### src/rtl/gq_pkg.sv
package gq_pkg;

  // Float to scaled integer. lg is log2 of the worker count.
  function automatic logic [31:0] gq_to_fixed(input logic [31:0] f,
                                              input logic [7:0]  e_sh,
                                              input int          lg);
    logic [7:0]  ex;
    logic [23:0] man;
    logic [63:0] mag;
    logic [63:0] lim;
    logic [31:0] r;
    int          sh;
    ex  = f[30:23];
    man = {1'b1, f[22:0]};
    lim = (64'd1 << (31 - lg)) - 64'd1;
    sh  = int'(ex) - int'(e_sh) + 8 - lg;
    if (ex == 8'd0)            mag = 64'd0;
    else if (ex == 8'hFF)      mag = lim;
    else if (sh > 8)           mag = lim;
    else if (sh >= 0)          mag = {40'd0, man} << sh;
    else if (sh <= -24)        mag = 64'd0;
    else                       mag = {40'd0, man} >> (-sh);
    if (mag > lim) mag = lim;
    r = mag[31:0];
    if (f[31]) r = -r;
    return r;
  endfunction

  // Scaled integer back to float; avg drops the worker-count factor.
  function automatic logic [31:0] gq_to_float(input logic [31:0] x,
                                              input logic [7:0]  e_sh,
                                              input int          lg,
                                              input logic        avg);
    logic        sgn;
    logic [31:0] mag;
    logic [31:0] nrm;
    int          p;
    int          eo;
    sgn = x[31];
    mag = sgn ? (~x + 32'd1) : x;
    p   = -1;
    for (int i = 0; i < 32; i++) begin
      if (mag[i]) p = i;
    end
    if (p < 0) return 32'd0;
    nrm = mag << (31 - p);
    eo  = p + int'(e_sh) - 31 + (avg ? 0 : lg);
    if (eo <= 0)   return 32'd0;
    if (eo >= 255) return {sgn, 8'hFF, 23'd0};
    return {sgn, eo[7:0], nrm[30:8]};
  endfunction

  // Round a block maximum exponent upward when fractions exist.
  function automatic logic [7:0] gq_round_exp(input logic [7:0] emax,
                                              input logic       any_frac);
    if (any_frac && emax != 8'hFF) return emax + 8'd1;
    return emax;
  endfunction

endpackage

### src/rtl/gq_fwd_path.sv
module gq_fwd_path
  import gq_pkg::*;
#(
  parameter int LG_WORKERS = 3
) (
  input  logic        clk,
  input  logic        rst_n,
  input  logic        in_valid,
  input  logic        in_grad,
  input  logic [31:0] in_data,
  input  logic [7:0]  sh_exp,
  output logic        out_valid,
  output logic [31:0] out_data
);
  localparam logic [31:0] LIM = (32'd1 << (31 - LG_WORKERS)) - 32'd1;

  logic [31:0] conv_w;
  logic        out_grad_q;

  assign conv_w = gq_to_fixed(in_data, sh_exp, LG_WORKERS);

  always_ff @(posedge clk or negedge rst_n) begin
    if (!rst_n) begin
      out_valid  <= 1'b0;
      out_grad_q <= 1'b0;
      out_data   <= '0;
    end else begin
      out_valid <= in_valid;
      if (in_valid) begin
        out_grad_q <= in_grad;
        out_data   <= in_grad ? conv_w : in_data;
      end
    end
  end


  fwd_clip_chk: assert property (@(posedge clk) disable iff (!rst_n)
    out_valid && out_grad_q |->
      ($signed(out_data) <= $signed(LIM)) && ($signed(out_data) >= -$signed(LIM)));

  fwd_zero_chk: assert property (@(posedge clk) disable iff (!rst_n)
    in_valid && in_grad && (in_data[30:23] == 8'd0) |=> out_data == 32'd0);

  fwd_pass_chk: assert property (@(posedge clk) disable iff (!rst_n)
    out_valid && !out_grad_q |-> out_data == $past(in_data));

  fwd_lat_chk: assert property (@(posedge clk) disable iff (!rst_n)
    in_valid |=> out_valid);
endmodule

### src/rtl/gq_rev_path.sv
module gq_rev_path
  import gq_pkg::*;
#(
  parameter int LG_WORKERS = 3
) (
  input  logic        clk,
  input  logic        rst_n,
  input  logic        in_valid,
  input  logic        in_grad,
  input  logic        in_avg,
  input  logic [31:0] in_data,
  input  logic [7:0]  sh_exp,
  output logic        out_valid,
  output logic [31:0] out_data
);
  logic [31:0] conv_w;
  logic        out_grad_q;

  assign conv_w = gq_to_float(in_data, sh_exp, LG_WORKERS, in_avg);

  always_ff @(posedge clk or negedge rst_n) begin
    if (!rst_n) begin
      out_valid  <= 1'b0;
      out_grad_q <= 1'b0;
      out_data   <= '0;
    end else begin
      out_valid <= in_valid;
      if (in_valid) begin
        out_grad_q <= in_grad;
        out_data   <= in_grad ? conv_w : in_data;
      end
    end
  end


  rev_no_nan_chk: assert property (@(posedge clk) disable iff (!rst_n)
    out_valid && out_grad_q |-> !((out_data[30:23] == 8'hFF) && (out_data[22:0] != 23'd0)));

  rev_zero_chk: assert property (@(posedge clk) disable iff (!rst_n)
    in_valid && in_grad && (in_data == 32'd0) |=> out_data == 32'd0);

  rev_pass_chk: assert property (@(posedge clk) disable iff (!rst_n)
    out_valid && !out_grad_q |-> out_data == $past(in_data));

  rev_lat_chk: assert property (@(posedge clk) disable iff (!rst_n)
    !in_valid |=> !out_valid);
endmodule

### src/rtl/gq_exp_scan.sv
module gq_exp_scan
  import gq_pkg::*;
#(
  parameter int BLOCK_K = 4
) (
  input  logic        clk,
  input  logic        rst_n,
  input  logic        scan_valid,
  input  logic [31:0] scan_data,
  output logic        ahead_valid,
  output logic [7:0]  ahead_exp
);
  localparam int CW = (BLOCK_K > 1) ? $clog2(BLOCK_K) : 1;
  localparam logic [CW-1:0] LAST = CW'(BLOCK_K - 1);

  logic [CW-1:0] cnt_q;
  logic [7:0]    max_q;
  logic          frac_q;
  logic [7:0]    ex_w;
  logic [7:0]    max_w;
  logic          frac_w;
  logic          first_w;
  logic          blk_done_w;

  always_comb begin
    ex_w       = scan_data[30:23];
    first_w    = (cnt_q == '0);
    max_w      = (first_w || (ex_w > max_q)) ? ex_w : max_q;
    frac_w     = (scan_data[22:0] != 23'd0) || (!first_w && frac_q);
    blk_done_w = scan_valid && (cnt_q == LAST);
  end

  always_ff @(posedge clk or negedge rst_n) begin
    if (!rst_n) begin
      cnt_q       <= '0;
      max_q       <= '0;
      frac_q      <= 1'b0;
      ahead_valid <= 1'b0;
      ahead_exp   <= '0;
    end else begin
      ahead_valid <= blk_done_w;
      if (scan_valid) begin
        cnt_q  <= blk_done_w ? '0 : cnt_q + 1'b1;
        max_q  <= max_w;
        frac_q <= frac_w;
      end
      if (blk_done_w) ahead_exp <= gq_round_exp(max_w, frac_w);
    end
  end


  scan_pulse_chk: assert property (@(posedge clk) disable iff (!rst_n)
    blk_done_w |=> ahead_valid);

  scan_src_chk: assert property (@(posedge clk) disable iff (!rst_n)
    ahead_valid |-> $past(scan_valid));

  scan_cnt_chk: assert property (@(posedge clk) disable iff (!rst_n)
    cnt_q <= LAST);
endmodule

### src/rtl/grad_fxp_quantizer.sv
module grad_fxp_quantizer #(
  parameter int LG_WORKERS = 3,
  parameter int BLOCK_K    = 4
) (
  input  logic        clk,
  input  logic        rst_n,
  input  logic        fwd_valid,
  input  logic        fwd_grad,
  input  logic [31:0] fwd_data,
  input  logic [7:0]  fwd_exp,
  output logic        fq_valid,
  output logic [31:0] fq_data,
  input  logic        scan_valid,
  input  logic [31:0] scan_data,
  output logic        ahead_valid,
  output logic [7:0]  ahead_exp,
  input  logic        rev_valid,
  input  logic        rev_grad,
  input  logic        rev_avg,
  input  logic [31:0] rev_data,
  input  logic [7:0]  rev_exp,
  output logic        rf_valid,
  output logic [31:0] rf_data
);
  gq_fwd_path #(.LG_WORKERS(LG_WORKERS)) fwd_u (
    .clk(clk), .rst_n(rst_n), .in_valid(fwd_valid), .in_grad(fwd_grad),
    .in_data(fwd_data), .sh_exp(fwd_exp), .out_valid(fq_valid), .out_data(fq_data));

  gq_exp_scan #(.BLOCK_K(BLOCK_K)) scan_u (
    .clk(clk), .rst_n(rst_n), .scan_valid(scan_valid), .scan_data(scan_data),
    .ahead_valid(ahead_valid), .ahead_exp(ahead_exp));

  gq_rev_path #(.LG_WORKERS(LG_WORKERS)) rev_u (
    .clk(clk), .rst_n(rst_n), .in_valid(rev_valid), .in_grad(rev_grad),
    .in_avg(rev_avg), .in_data(rev_data), .sh_exp(rev_exp),
    .out_valid(rf_valid), .out_data(rf_data));
endmodule

### config.mk
export PLATFORM = sky130hd
export DESIGN_NAME = grad_fxp_quantizer
export DESIGN_NICKNAME = d
export VERILOG_FILES = /design/src/rtl/gq_pkg.sv /design/src/rtl/gq_fwd_path.sv /design/src/rtl/gq_rev_path.sv /design/src/rtl/gq_exp_scan.sv /design/src/rtl/grad_fxp_quantizer.sv
export SDC_FILE = /design/constraint.sdc
export NUM_CORES = 1
export LEC_CHECK = 0
export ABC_AREA = 1
export BUFFER_PORTS_ARGS = -buffer_cell sky130_fd_sc_hd__buf_4
export CAP_MARGIN = 20
export CORE_MARGIN = 2
export CORE_UTILIZATION = 53
export CTS_CLUSTER_SIZE = 14
export DETAILED_ROUTE_END_ITERATION = 12
export GPL_TIMING_DRIVEN = 0
export HOLD_SLACK_MARGIN = 0.03
export PLACE_DENSITY = 0.81
export SKIP_LAST_GASP = 1
export SLEW_MARGIN = 20
export SYNTH_ARGS = -nofsm -noshare
export SYNTH_HDL_FRONTEND = slang
export SYNTH_SLANG_ARGS = --single-unit
export TNS_END_PERCENT = 1
### constraint.sdc
create_clock -name clk -period 5.2 [get_ports clk]
set_input_delay 0.26 -clock clk [delete_from_list [all_inputs] [get_ports clk]]
set_output_delay 0.26 -clock clk [all_outputs]
set_load 0.03 [all_outputs]
# Word-level counts from Yosys, hierarchy flattened
# Cells that the tools add are included.
[op_classes]
shift = 3
mul = 0
muxes = 61
reduce_logical = 9
div_mod_pow = 0
magnitude_cmp = 8
n_eq_ne = 3
bitwise = 1
addsub = 12
[op_table]
columns = ["cell", "count"]
rows = [
  ["$mux 32", 43],
  ["$mux 64", 5],
  ["$gt 64x28->1 const B", 1],
  ["$neg 32->32", 2],
  ["$shl 24x32->64", 1],
  ["$shr 24x32->64", 1],
  ["$add 32x1->32 const B", 1],
  ["$add 32x32->32", 1],
  ["$add 32x5->32 const B", 1],
  ["$add 32x9->32", 1],
  ["$ge 32x1->1 const B", 1],
  ["$ge 32x9->1 const B", 1],
  ["$gt 32x5->1 const B", 1],
  ["$le 32x1->1 const B", 1],
  ["$le 32x6->1 const B", 1],
  ["$lt 32x1->1 const B", 1],
  ["$not 32->32", 1],
  ["$shl 32x32->31", 1],
  ["$sub 32x3->32 const B", 1],
  ["$sub 32x6->32 const B", 1],
  ["$sub 6x32->32 const A", 1],
  ["$mux 8", 3],
  ["$reduce_bool 23->1", 1],
  ["$sub 8x8->9", 1],
  ["13 further kinds", 24],
]
[word_totals]
register_bits = 86
output_inout_bits = 75
latchBits = 0
romBits = 0
memories = 0
ram_bits = 0
wordCells = 106

# Longest topological paths before layout
[depth]
depth_word = 47
depth_mapped = 59
ltp_nobuf = 57

# Cells and area by module
# A second synthesis with hierarchy kept.
[unflattened]
cells_unflattened = 2472
hier_area_um2 = 13965.9
[modules_own_cells]
columns = ["mod", "n_inst", "cells_each", "seq_area_each_um2", "area_each_um2"]
rows = [
  ["gq_fwd_path", 1, 1417, 825.8, 7460.9],
  ["gq_rev_path", 1, 846, 825.8, 5036.1],
  ["gq_exp_scan", 1, 209, 500.5, 1468.9],
]

# Least setup slack after synthesis
# OpenSTA, ideal clock, no wires.
[synth_timing]
path_type = "input port to flip-flop"
startpoint = "in rev_data[0]"
endpoint = "reg rev_u.out_data[20]"
setup_time_ns = 0.077
arrival_ns = 6.259
path_slack_ns = -1.137
path_stages = 43
cell_sequence = "inv_1 ha_1 inv_1 nor2_1 nand3_1 nor3_1 nand3_1 nor3_1 nand2_1 nor3_2 nand3_1 o21ai_1 xor2_1 inv_1 nor2_1 nand2_1 nand3_1 nand3_1 [... 7 more ...] o21ai_0 a21oi_1 o21ai_0 a21oi_1 o21bai_1 ha_1 nor3_1 o21ai_0 a31oi_1 nor2_1 inv_1 nand2_1 inv_1 buf_2 nand2_1 nor2_1 nand2_1 a21oi_1"
[synth_between]
elab_chain_cells = 46
word_cells_on_any_way = 55
cone_classes = "add/sub: 5; order compare: 3; shift: 1; mux: 45; bitwise: 1"
[synth_lines]
columns = ["item", "line", "text"]
rows = [
  ["start: declaration", "grad_fxp_quantizer.sv:20", "input logic [31:0] rev_data,"],
  ["$not 32->32", "gq_pkg.sv:40", "mag = sgn ? (~x + 32'd1) : x;"],
  ["$add 32x1->32", "gq_pkg.sv:40", ""],
  ["$mux 32 (*)", "gq_pkg.sv:40", ""],
  ["$mux 32 (32 in a row)", "gq_pkg.sv:43", "if (mag[i]) p = i;"],
  ["$add 32x9->32", "gq_pkg.sv:47", "eo = p + int'(e_sh) - 31 + (avg ? 0 : lg);"],
  ["$sub 32x6->32", "gq_pkg.sv:47", ""],
  ["$add 32x32->32", "gq_pkg.sv:47", ""],
  ["$ge 32x9->1", "gq_pkg.sv:49", "if (eo >= 255) return {sgn, 8'hFF, 23'd0};"],
  ["$mux 1 (2 in a row)", "gq_pkg.sv:49", ""],
  ["$mux 1", "gq_pkg.sv:46", "nrm = mag << (31 - p);"],
  ["$mux 32", "gq_pkg.sv:50", "return {sgn, eo[7:0], nrm[30:8]};"],
  ["$mux 32", "gq_pkg.sv:49", ""],
  ["$mux 32 (*)", "gq_pkg.sv:46", ""],
  ["$mux 32 (*)", "gq_rev_path.sv:30", "out_data <= in_grad ? conv_w : in_data;"],
  ["end signal: assignment", "gq_rev_path.sv:30", ""],
  ["end: declaration", "gq_rev_path.sv:14", "output logic [31:0] out_data"],
]
# Mark *: on every way between the ends. The rest lies on a longest branch, timed or not. The select of a mux whose other input is x is not followed.
# A chain may end at the register's enable or synchronous reset.

# Worst setup path in the final report
[layout_timing]
startpoint = "in rev_data[1]"
endpoint = "reg rev_u.out_data[19]"
[layout_between]
elab_chain_cells = 45
word_cells_on_any_way = 54
cone_classes = "add/sub: 5; order compare: 3; shift: 1; mux: 44; bitwise: 1"
[layout_lines]
columns = ["item", "line"]
rows = [
  ["$not 32->32", "gq_pkg.sv:40"],
  ["$add 32x1->32", "gq_pkg.sv:40"],
  ["$mux 32 (*)", "gq_pkg.sv:40"],
  ["$mux 32 (31 in a row)", "gq_pkg.sv:43"],
  ["$add 32x9->32", "gq_pkg.sv:47"],
  ["$sub 32x6->32", "gq_pkg.sv:47"],
  ["$add 32x32->32", "gq_pkg.sv:47"],
  ["$ge 32x9->1", "gq_pkg.sv:49"],
  ["$mux 1 (2 in a row)", "gq_pkg.sv:49"],
  ["$mux 1", "gq_pkg.sv:46"],
  ["$mux 32", "gq_pkg.sv:50"],
  ["$mux 32", "gq_pkg.sv:49"],
  ["$mux 32 (*)", "gq_pkg.sv:46"],
  ["$mux 32 (*)", "gq_rev_path.sv:30"],
]
# Marks and branches as above.

==> metrics.csv <==
stage,metric,value,unit
worst_setup_path,Critical Path RT,5.45,ns
power_and_ir_drop,Leak,8.96,nW
hold_path,Tightest Hold Check Type,in2async,
routing,via count,20082,
synth,synth cell count leaders,"nand2_1, nand3_1, inv_1",
flow_run,max-cap viol count,0,
synth,ys async rst share,100,%
sta,PnR worst setup slack,-1.28,ns
routing,DR iter-0 viols,2879,
worst_setup_path,crit path max fanout,10,
clock_tree,latest clock arrival within the worst-skew pair,0.37,ns
synth,"Avg Cell Area, Syn",5.43,µm²
clock_tree,"CTS clk-pin slew, worst paths",0.08,ns
worst_setup_path,path type of the worst setup path,in2reg,
worst_setup_path,Worst Setup End Kind,flip-flop,
sta,RSZ-0062 raised after global routing,yes,
worst_setup_path,crit path DAT,6.73,ns
sta,min cycle time layout,6.48,ns
floorplan,row cnt,60,
worst_setup_path,worst stage delay on the critical path,0.34,ns
sta,WHS,-0.0529,ns
synth,Post-synth EDFFs,0,
power_and_ir_drop,Flop pwr share,18.3,%
sta,Slew headroom,44.1,%
power_and_ir_drop,total power draw,4.86,mW
global_routing,largest net degree at the start of global routing,87,
synth,post-synth top area cell,nand2_1,
power_and_ir_drop,Comb pwr share,66.9,%
routing,final WL,64500,µm
power_and_ir_drop,clock group share of total power,14.8,%
floorplan,core box area,26900,µm²
power_and_ir_drop,pwr/cell area,274,nW/µm²
floorplan,Initial Utilization,53.8,%
sta,Worst-Margin Slew,0.838,ns
floorplan,die width,169,µm
floorplan,Die ar.,28600,µm²
sta,Final setup viols,63,
floorplan,IO Count,195,
final_layout,nets@finish,3088,
power_and_ir_drop,Max IR drop VDD,0.000168,V
synth,Synthesis Warnings,0,
global_routing,initial antenna violation count,1,
routing,Via-to-Cell Ratio,6.15,
clock_tree,clock buffer depth,2,
placed_design,gpl congestion,1.07,
placed_design,DP Worst Slack,-2.39,ns
final_layout,final design utilization,65.9,%
power_and_ir_drop,Net Sw Frac,54.8,%
synth,"count leader, synth",nand2_1,
sta,TNS Setup,-56.65,ns
power_and_ir_drop,switching pwr,2.66,mW
clock_tree,CTS Buf Count,9,
sta,Max Slew Vio Count,0,
sta,clk_skew,0.0151,ns
run_status,failing checks,"negative hold slack, negative setup slack",
global_routing,first-pass GRT wire length,96500,µm
routing,DR WL/cell,19.8,µm
global_routing,GRT Total Usage,42.6,%
synth,post-synthesis sequential area ratio,14.9,%
worst_setup_path,Worst path slowest cell,xnor2_1,
clock_tree,root buf cell,clkbuf_16,
routing,Routed Antenna Nets,0,
placed_design,Placed Cells incl. Taps,3198,
clock_tree,TritonCTS clock tree,yes,
synth,number of synthesized register bits,86,
placed_design,post-detail-place hpwl,49200,µm
synth,Post-Synthesis Cells,2665,
final_layout,design area,17700,µm²
final_layout,Post-Layout Cell Count,3263,
routing,DR pass1 iterations,6,
final_layout,area of the multi-input gates,11200,µm²
synth,most common flop cell mapped by yosys,dfrtp_1,
sta,ratio of final minimum period to clock period,125,%
clock_tree,Num Clock Sinks,86,
worst_setup_path,worst reg2reg setup slack,1.17,ns
synth,Synth cell types,53,
synth,total nets after synthesis,2836,
final_layout,Register Area,2150,µm²
final_layout,layout cells sized above 1,18.6,%
routing,# DRC,0,
sta,Final Hold Violating Endpoints,25,
synth,area share of the largest cell type after synthesis,22.8,%
placed_design,dpl cell area,16400,µm²
clock_tree,Clock H-tree levels,3,
floorplan,die height,169,µm
final_layout,area delta synth->final,22.4,%
synth,Post-Syn Area,14500,µm²
run_status,status,"finished, violations left",
global_routing,total grt overflow,0,
final_layout,number of fill cells,2451,
power_and_ir_drop,Int Pwr,2.19,mW
sta,fmax,154,MHz
placed_design,IO Port Bufs,192,
synth,Synth area leaders,"nand2_1, dfrtp_1, nand3_1",
worst_setup_path,Setup crit start kind,input port,
global_routing,vias in the first global route,18591,
[registers in the layout, indices dropped and copies added, names as in the netlist]
register,cells
scan_u.ahead_valid,1
scan_u.cnt_q,2
rev_u.out_valid,1
rev_u.out_data,32
scan_u.max_q,8
fwd_u.out_valid,1
scan_u.ahead_exp,8
scan_u.frac_q,1
fwd_u.out_data,32
[final timing paths]
kind / startpoint / endpoint / depth (start not counted)
worst min register to register: fwd_u.out_data[15]$_DFFE_PN0P_ / fwd_u.out_data[15]$_DFFE_PN0P_ / 2
worst max-delay path: rev_data[1] / rev_u.out_data[19]$_DFFE_PN0P_ / 47
worst max register to register: scan_u.max_q[2]$_DFFE_PN0P_ / scan_u.ahead_exp[7]$_DFFE_PN0P_ / 22
worst min-delay path: rst_n / scan_u.frac_q$_DFFE_PN0P_ / 1
max in group asynchronous: rst_n / fwd_u.out_data[27]$_DFFE_PN0P_ / 1
min in group clk: scan_valid / scan_u.frac_q$_DFFE_PN0P_ / 2
[power by group through the flow]
| stage | registers, mW | logic, mW | clock network, mW |
|---|---|---|---|
| after floorplan | 1.07 | 1.83 | 0 |
| after global placement | 0.887 | 2.87 | 0 |
| after detailed placement | 0.890 | 2.93 | 0 |
| after CTS | 0.880 | 3.07 | 0.704 |
| after global routing | 0.896 | 3.51 | 0.732 |
| final | 0.887 | 3.25 | 0.721 |
[routing by layer]
layer | routed length, µm | track usage [%]
met1 | 24400 | 52.4
met2 | 28800 | 70.1
met4 | 4180 | 22.5
met3 | 7120 | 8.77
met5 | 0 | 0
[cells in the final DEF (no fill, tap or decap), drive strengths merged, types with 2 or more instances in the layout]
cell type,netlist,routed
o2111ai,2,2
nand2,924,924
nor4,23,23
mux2i,3,3
nand3b,3,3
dlygate4sd3,0,2
clkinv,4,5
ha,47,47
nor3,39,39
nand3,317,317
a31oi,6,6
xnor2,7,7
xor2,35,35
o21a,6,6
clkinvlp,0,4
o31ai,11,11
nor2,267,267
a21oi,152,152
dfrtp,86,86
buf,64,305
o21ai,182,182
and2,2,2
or2,22,22
o21bai,5,5
o211ai,28,28
nand4,69,69
fa,4,4
inv,292,292
clkbuf,57,64
[cells by family (layout without fill, tap and decap cells)]
group / count (synthesis) / count (layout) / share of synthesized area (%)
AO/OA/AOI/OAI: 399 / 399 / 15.2
XOR/XNOR: 42 / 42 / 2.54
adder cells (fa/ha/maj): 51 / 51 / 4.62
buffers and inverters: 417 / 673 / 11.7
flip-flops: 86 / 86 / 14.9
multiplexers: 3 / 3 / 0.208
other: 0 / 1 / 0
AND/OR/NAND/NOR: 1667 / 1667 / 50.8
[worst max-delay path, delay by kind of cell]
kind	cells	cell delay [ns]
compound gates	7	0.83
xor+xnor	2	0.52
fa+ha+maj	3	0.72
simple gates	22	2.93
buf+inv	13	1.44
[area by class of cell]
| class | count | share of cell area (%) |
|---|---|---|
| diodes | 1 | 0.0141 |
| clock inverters | 6 | 0.403 |
| well taps | 341 | 2.41 |
| clock buffers | 9 | 1.27 |
| repair buffers | 244 | 10.6 |
| plain buffers | 118 | 3.56 |
| inverters | 296 | 6.47 |
| multi-input cells | 2162 | 63.1 |
| flip-flops and latches | 86 | 12.2 |
[timing repair]
action | 4_1_cts | 5_1_grt
setup endpoints to repair | 64 | 64
pin swaps | 54 | 30
buffers inserted | 41 | 8
endpoints found under the hold margin | 2 | 0
gates resized for setup | 124 | 32
cloned | 1 | 0
hold buffers | 2 | 0
Power figures use the tool's default switching activity.
